==> src/rtl/ecc_chk_pkg.sv <==
package ecc_chk_pkg;
  localparam int unsigned DEF_HALF_W = 11;

  typedef enum logic [1:0] {
    ST_CLEAN = 2'b00,
    ST_CODE  = 2'b01,
    ST_FIXED = 2'b10,
    ST_BAD   = 2'b11
  } ecc_status_e;

  function automatic logic is_fail(ecc_status_e s);
    return (s == ST_CODE) || (s == ST_BAD);
  endfunction
endpackage

==> src/rtl/ecc_popcount.sv <==
module ecc_popcount #(
  parameter int unsigned W = 22,
  localparam int unsigned CNT_W = $clog2(W + 1)
) (
  input  logic [W-1:0]     vec_i,
  output logic [CNT_W-1:0] cnt_o
);
  always_comb begin
    cnt_o = '0;
    for (int i = 0; i < W; i++) cnt_o = cnt_o + CNT_W'(vec_i[i]);
  end
endmodule

==> src/rtl/ecc_half_classify.sv <==
module ecc_half_classify
  import ecc_chk_pkg::*;
#(
  parameter int unsigned HALF_W = DEF_HALF_W,
  localparam int unsigned CODE_W = 2 * HALF_W,
  localparam int unsigned OFF_W  = HALF_W - 3,
  localparam int unsigned CNT_W  = $clog2(CODE_W + 1)
) (
  input  logic [CODE_W-1:0] calc_i,
  input  logic [CODE_W-1:0] stored_i,
  output ecc_status_e       status_o,
  output logic [OFF_W-1:0]  byte_o,
  output logic [2:0]        bit_o
);
  logic [CODE_W-1:0] syn;
  logic [CNT_W-1:0]  syn_pop;
  logic [HALF_W-1:0] cmp_chk;

  assign syn     = calc_i ^ stored_i;
  assign cmp_chk = (calc_i[HALF_W-1:0] ^ calc_i[CODE_W-1:HALF_W])
                 ^ (stored_i[HALF_W-1:0] ^ stored_i[CODE_W-1:HALF_W]);

  ecc_popcount #(.W(CODE_W)) u_pop (.vec_i(syn), .cnt_o(syn_pop));

  always_comb begin
    status_o = ST_BAD;
    byte_o   = '0;
    bit_o    = '0;
    if (syn == '0 || calc_i == '0 || stored_i == '0) begin
      status_o = ST_CLEAN;
    end else if (syn_pop == CNT_W'(1)) begin
      status_o = ST_CODE;
    end else if (syn_pop == CNT_W'(HALF_W) && cmp_chk == '1) begin
      status_o = ST_FIXED;
      byte_o   = syn[HALF_W-1:3];
      bit_o    = syn[2:0];
    end
  end
endmodule

==> src/rtl/ecc_syndrome_check.sv <==
module ecc_syndrome_check
  import ecc_chk_pkg::*;
#(
  parameter int unsigned HALF_W     = DEF_HALF_W,
  parameter int unsigned NUM_HALVES = 2,
  localparam int unsigned CODE_W = 2 * HALF_W,
  localparam int unsigned IN_W   = NUM_HALVES * CODE_W,
  localparam int unsigned OFF_W  = HALF_W - 3,
  localparam int unsigned BEAT_W = $clog2(NUM_HALVES),
  localparam int unsigned IDX_W  = OFF_W + BEAT_W
) (
  input  logic             clk_i,
  input  logic             rst_ni,
  input  logic             in_valid_i,
  output logic             in_ready_o,
  input  logic             pair_mode_i,
  input  logic [IN_W-1:0]  calc_i,
  input  logic [IN_W-1:0]  stored_i,
  output logic             out_valid_o,
  input  logic             out_ready_i,
  output logic [1:0]       status_o,
  output logic [IDX_W-1:0] byte_idx_o,
  output logic [2:0]       bit_idx_o,
  output logic             last_o,
  output logic             fail_o
);
  ecc_status_e      st_d [NUM_HALVES];
  logic [OFF_W-1:0] by_d [NUM_HALVES];
  logic [2:0]       bi_d [NUM_HALVES];
  ecc_status_e      st_q [NUM_HALVES];
  logic [OFF_W-1:0] by_q [NUM_HALVES];
  logic [2:0]       bi_q [NUM_HALVES];

  logic              valid_q, fail_acc_q;
  logic [BEAT_W-1:0] beat_q, last_beat_q;
  logic              accept, take, cur_fail;
  ecc_status_e       cur_st;

  for (genvar h = 0; h < NUM_HALVES; h++) begin : g_half
    ecc_half_classify #(.HALF_W(HALF_W)) u_cls (
      .calc_i  (calc_i[h*CODE_W +: CODE_W]),
      .stored_i(stored_i[h*CODE_W +: CODE_W]),
      .status_o(st_d[h]),
      .byte_o  (by_d[h]),
      .bit_o   (bi_d[h])
    );
  end

  assign in_ready_o = !valid_q;
  assign accept     = in_valid_i && in_ready_o;
  assign take       = valid_q && out_ready_i;
  assign cur_st     = st_q[beat_q];
  assign cur_fail   = is_fail(cur_st);

  always_ff @(posedge clk_i or negedge rst_ni) begin
    if (!rst_ni) begin
      valid_q     <= 1'b0;
      fail_acc_q  <= 1'b0;
      beat_q      <= '0;
      last_beat_q <= '0;
      for (int h = 0; h < NUM_HALVES; h++) begin
        st_q[h] <= ST_CLEAN;
        by_q[h] <= '0;
        bi_q[h] <= '0;
      end
    end else if (accept) begin
      valid_q     <= 1'b1;
      fail_acc_q  <= 1'b0;
      beat_q      <= '0;
      last_beat_q <= pair_mode_i ? BEAT_W'(NUM_HALVES - 1) : '0;
      for (int h = 0; h < NUM_HALVES; h++) begin
        st_q[h] <= st_d[h];
        by_q[h] <= by_d[h];
        bi_q[h] <= bi_d[h];
      end
    end else if (take) begin
      if (beat_q == last_beat_q) begin
        valid_q <= 1'b0;
      end else begin
        beat_q     <= beat_q + 1'b1;
        fail_acc_q <= fail_acc_q | cur_fail;
      end
    end
  end

  assign out_valid_o = valid_q;
  assign status_o    = cur_st;
  assign byte_idx_o  = (cur_st == ST_FIXED) ? {beat_q, by_q[beat_q]} : '0;
  assign bit_idx_o   = bi_q[beat_q];
  assign last_o      = (beat_q == last_beat_q);
  assign fail_o      = fail_acc_q | cur_fail;


  accept_to_valid_chk: assert property (@(posedge clk_i) disable iff (!rst_ni)
    accept |=> out_valid_o);

  hold_stable_chk: assert property (@(posedge clk_i) disable iff (!rst_ni)
    (out_valid_o && !out_ready_i) |=> (out_valid_o &&
      $stable({status_o, byte_idx_o, bit_idx_o, last_o, fail_o})));

  single_last_chk: assert property (@(posedge clk_i) disable iff (!rst_ni)
    (accept && !pair_mode_i) |=> last_o);

  pair_first_chk: assert property (@(posedge clk_i) disable iff (!rst_ni)
    (accept && pair_mode_i) |=> !last_o);

  idx_zero_chk: assert property (@(posedge clk_i) disable iff (!rst_ni)
    (out_valid_o && status_o != ST_FIXED) |-> (byte_idx_o == '0 && bit_idx_o == '0));

  fail_on_err_chk: assert property (@(posedge clk_i) disable iff (!rst_ni)
    (out_valid_o && status_o[0]) |-> fail_o);
endmodule

==> config.mk <==
export PLATFORM = sky130hd
export DESIGN_NAME = ecc_syndrome_check
export DESIGN_NICKNAME = d
export VERILOG_FILES = /design/src/rtl/ecc_chk_pkg.sv /design/src/rtl/ecc_popcount.sv /design/src/rtl/ecc_half_classify.sv /design/src/rtl/ecc_syndrome_check.sv
export SDC_FILE = /design/constraint.sdc
export NUM_CORES = 1
export LEC_CHECK = 0
export BUFFER_PORTS_ARGS = -buffer_cell sky130_fd_sc_hd__clkbuf_2
export CAP_MARGIN = 5
export CORE_MARGIN = 3
export CORE_UTILIZATION = 47
export DETAILED_ROUTE_END_ITERATION = 16
export PLACE_DENSITY = 0.76
export SLEW_MARGIN = 20
export SYNTH_ARGS = -nofsm -noshare
export SYNTH_HDL_FRONTEND = slang
export SYNTH_SLANG_ARGS = --single-unit
==> constraint.sdc <==
create_clock -name clk_i -period 1.33 [get_ports clk_i]
set_input_delay 0.133 -clock clk_i [delete_from_list [all_inputs] [get_ports clk_i]]
set_output_delay 0.133 -clock clk_i [all_outputs]
set_load 0.01 [all_outputs]
Word-level counts from Yosys, hierarchy flattened. Index checks and enable logic that the tools add are counted.

Input bits: 93. Word-level logic and storage cells: 133. Output and inout port bits: 18. Register bits after elaboration: 30.

Muxes and demuxes: 38. $lt $le $gt $ge: 1. Reductions and logical operators: 20. Bitwise logic cells: 10. Add/subtract/negate cells: 43. Eq/ne operators: 11.

Operators by type and width (number): 5-bit by 1-bit adder with 5-bit output (34); 22-bit logical NOT (6); 8-bit two-way mux (9); 11-bit XOR (6); 22-bit XOR (2); 3-bit two-way mux (9); 11-bit == test, second input constant (2); 2-bit two-way mux (7); 1-bit two-way mux (12); 4-bit by 1-bit adder with 5-bit output (2); 5-bit by 1-bit == test with 1-bit output, second input constant (2); 5-bit by 4-bit == test with 1-bit output, second input constant (2); 9-bit two-way mux (1); 3-bit by 1-bit adder with 4-bit output (2); 2-bit by 1-bit adder with 3-bit output (2); 1-bit logical OR (5); 1-bit by 1-bit adder with 2-bit output (2); 2-bit == test, second input constant (2); 1-bit logical AND (4); 2-bit AND reduction (2); 2-bit nonzero test (2); 2-bit by 1-bit == test with 1-bit output, second input constant (1); 2-bit >= comparator, second input constant (1); 2-bit by 1-bit != test with 1-bit output, second input constant (1); 5 further kinds (5).

Longest topological paths before layout.
Depth in word-level cells: 27. Mapped depth: 19.

Modules after synthesis. From an unflattened synthesis, not the netlist that was laid out.

Cell total of the unflattened synthesis: 422. Area, all modules: 4081.4 sq um.

By module, submodules not included: ecc_half_classify (times used 2, area an instance 779.5 sq um, sequential area each 0.0 sq um, cells an instance 99); ecc_syndrome_check (times used 1, area an instance 1396.3 sq um, sequential area each 750.7 sq um, cells an instance 100); ecc_popcount (times used 2, area an instance 563.0 sq um, sequential area each 0.0 sq um, cells an instance 62).

Worst setup path before layout. Ideal clock, no wire load.

Kind: input-to-reg. Start: in stored_i[9]. End: reg by_q[15] (netlist name). Path slack: -3.457 ns. Required time: 1.235 ns. Data arrival time: 4.691 ns. Stages on the path: 18. Cells stage by stage: xnor2_1 > inv_1 > fa_1 > inv_1 > fa_1 > fa_1 > fa_1 > inv_1 > fa_1 > ha_1 > inv_1 > fa_1 > nor2_1 > mux2i_1 > nor4_1 > nand4_1 > buf_2 > o31ai_1.

Cells in the longest elaborated chain, start to end: 19. Elaborated cells between the ends (all ways): 27.

RTL lines: start, declared (RTL line ecc_syndrome_check.sv:18) `input logic [IN_W-1:0] stored_i,`; 22-bit XOR (RTL line ecc_half_classify.sv:19) `assign syn = calc_i ^ stored_i;`; 5-bit by 1-bit adder with 5-bit output (13 in series) (RTL line ecc_popcount.sv:10) `for (int i = 0; i < W; i++) cnt_o = cnt_o + CNT_W'(vec_i[i]);`; 5-bit by 4-bit == test with 1-bit output (RTL line ecc_half_classify.sv:33) `end else if (syn_pop == CNT_W'(HALF_W) && cmp_chk == '1) begin`; 1-bit logical AND (RTL line ecc_half_classify.sv:33); 8-bit two-way mux (RTL line ecc_half_classify.sv:33); 8-bit two-way mux (RTL line ecc_half_classify.sv:31) `end else if (syn_pop == CNT_W'(1)) begin`; 8-bit two-way mux * (RTL line ecc_half_classify.sv:29) `if (syn == '0 || calc_i == '0 || stored_i == '0) begin`; end signal, assigned by index (RTL line ecc_syndrome_check.sv:73) `by_q[h] <= by_d[h];`; end, declared (RTL line ecc_syndrome_check.sv:31) `logic [OFF_W-1:0] by_q [NUM_HALVES];`.

Mark *: on every way between the ends. The rest lies on a longest branch, timed or not. A chain may end at the register's enable or synchronous reset.

Final worst setup path.
Start: in calc_i[9]. End: reg by_q[15] (netlist name).

Cells in the longest elaborated chain, start to end: 19. Elaborated cells between the ends (all ways): 27.

RTL lines: start, declared (RTL line ecc_syndrome_check.sv:17) `input logic [IN_W-1:0] calc_i,`; 22-bit XOR (RTL line ecc_half_classify.sv:19); 5-bit by 1-bit adder with 5-bit output (13 in series) (RTL line ecc_popcount.sv:10); 5-bit by 4-bit == test with 1-bit output (RTL line ecc_half_classify.sv:33); 1-bit logical AND (RTL line ecc_half_classify.sv:33); 8-bit two-way mux (RTL line ecc_half_classify.sv:33); 8-bit two-way mux (RTL line ecc_half_classify.sv:31); 8-bit two-way mux * (RTL line ecc_half_classify.sv:29).

Marked as above.

==> reports/results.ini <==
[run_status]
outcome = complete, but fails checks
violations = negative setup slack

[global_route]
grt_usage = 0.281
grt-ovfl-total = 0
grt_max_degree = 31
grt_first_pass_wirelength_um = 18800
grt_pass1_vias = 3988
antenna_found_initial = 0

[die]
die_w_um = 91.6
die_h_um = 91.6
die-area_mm2 = 0.00838
core-area_mm2 = 0.00694
row_count = 30
ios = 111
initial_utilization = 0.495

[synth]
ys.flop_type = dfrtp_1
ys_warn_count = 0
synth_area_mm2 = 0.00344
netlist.area_leader.share = 0.218
avgSynthCellArea_um2 = 9.10
yosysMostFrequentCell = xnor2_1
synthTopCellsByArea = dfrtp_1, fa_1, xnor2_1, inv_1, ha_1
synth_top_area_cell = dfrtp_1
synth_edf_count = 0
synth_common_cells = xnor2_1, inv_1, nand2_1
ys_ff_latch = 30
async_flop_share = 1.00
synth_fp_nets = 517
synth_cells = 378
ys_seq_area_frac = 0.218
netlist-cell-type-count = 35

[clock_network]
clkTransAtPathRegs_ps = 70
insertion_delay_ps = 290
clock_path_buffers = 2
cts_sinks = 30
htreeDepth = 2
cts_tree = built
root_buffer = clkbuf_8
numCtsBuffers = 5

[hold_path]
hold_path_depth = 2
hold_start = pair_mode_i
min_path_type = input pin to flop
whs_endpoint = last_beat_q

[sta]
finalCriticalPeriod_ps = 4580
worst_pin_slew_ps = 506
rsz0062_at_grt = yes
fin_skew_ps = 5.93
hold_violations = 0
maxSlewViolCount = 0
setup_violations = 41
holdWs_ps = 87.0
post-route-period-util = 3.44
worst_slack_ps = -3250
max_freq_ghz = 0.218
relSlewSlack = 0.660

[placed_design]
port_buffers = 110
hpwl_um = 9150
place_ws_ps = -3520
gp_congestion = 0.952
place_area_mm2 = 0.00497

[worst_setup_path]
endpoint_kind = flop
r2r-start = out_valid_o
path_max_fanout = 6
crit_path_start = calc_i[9]
worstPathRequired_ps = 1530
critPathKind = input pin to flop
rr_endpoint = by_q[7]
cp-start-kind = input pin
reg2reg_depth = 6
ff2ff_setup_slack_ps = -460
worstPathArrival_ps = 4770

[layout]
stdcell_area_mm2 = 0.00585
area_delta_synth_final_pct = 70.1
final_nets = 738
diodes = 0
drive_gt1_frac = 0.518

[routing]
via_count = 3858
drc = 0
routed_wl_um = 13000
first_iter_violations = 228
postRouteAntennaNets = 0
wl_per_cell_um = 18.7
viasPerCell = 5.54
drt_first_pass_iters = 5

[power_and_ir_drop]
power.leakage_nw = 2.76
ir_worst_vdd_mv = 1.45
power_density_mw_per_mm2 = 2010

[run]
maxCapViolCount = 0

registers in the layout (all words and copies together), names as in the netlist:
name,flops
by_q,16
bi_q,6
st_q,4
beat_q,1
fail_acc_q,1
last_beat_q,1
out_valid_o,1
per-layer routing:
metal / vias up / global-route usage / part of all wire / wire length (um)
met3: 46 / 0.0489 / 0.078 / 1010
met5: - / 0 / 0 / 0
met1: 1838 / 0.360 / 0.37 / 4820
met4: 0 / 0.0590 / 0.035 / 452
li1: 1733 / - / - / -
met2: 241 / 0.495 / 0.52 / 6700
cell type report:
| type | count | area, um2 |
|---|---|---|
| inverters | 56 | 213 |
| well taps | 96 | 120 |
| flip-flops and latches | 30 | 752 |
| fillers | 362 | 1090 |
| repair buffers | 223 | 1630 |
| multi-input cells | 283 | 3030 |
| clock buffers | 8 | 110 |
metrics by stage:
stage          utilization  total power (W)  setup TNS, ps  instances
5_1_grt              0.843           0.0127         -91720        696
4_1_cts              0.786           0.0105         -83760        689
6_report             0.843           0.0118         -86270        696
3_5_place_dp         0.716          0.00881         -88020        670
2_1_floorplan            -          0.00633         -79350        378
3_3_place_gp         0.716          0.00836         -85390        670
layout by cell type, fill, tap and decap left out, types with 10 or more instances in the layout:
cell type	n
o31ai_2	10
dfrtp_1	29
xnor2_1	43
inv_1	49
fa_1	27
ha_1	14
buf_4	99
nand3_1	11
buf_6	25
nand2_1	32
nor4_1	23
nand4_1	10
clkbuf_2	88
what timing repair did:
action                                  CTS  global route
gates resized for setup                  65            83
endpoints found under the hold margin    30             0
setup buffers                             9             9
gates cloned                              1             1
hold buffers                              1             0
pin swaps                                19            13
endpoints found under the setup margin   42            44
cells by family after synthesis:
family                     after synthesis  synth area share
and+or+nand+nor                        117             0.181
buffers and inverters                   65            0.0724
DFF                                     30             0.218
muxes                                   15            0.0455
adders and majority gates               46             0.233
xor gates and xnor gates                68             0.173
AOI/OAI and AO/OA                       37            0.0771
power breakdown:
part / switching, W / internal (W)
registers: 0.000155 / 0.00104
logic: 0.00496 / 0.00475
clock network: 0.000363 / 0.000522
worst max-delay path, stage by stage:
cell and delay (ps):
clkbuf_16 130, xnor2_4 180, inv_2 60, fa_1 530
inv_1 50, fa_1 480, fa_2 490, fa_1 490
inv_1 50, fa_1 480, ha_2 180, inv_2 40
fa_2 330, nor2_1 140, mux2i_1 120, nor4_2 240
nand4_1 220, buf_6 220, o31ai_2 230
worst max-delay path by stage:
| stage | to | slack [ps] | depth (start not counted) |
|---|---|---|---|
| floorplan | by_q[15] | -3170 | 18 |
| global placement | by_q[8] | -3360 | 19 |
| detailed placement | by_q[15] | -3520 | 19 |
| CTS | st_q[0] | -3180 | 18 |
| global route | by_q[15] | -3440 | 19 |
| finish | by_q[15] | -3250 | 19 |
No activity file was read; power rests on OpenSTA's default activity.
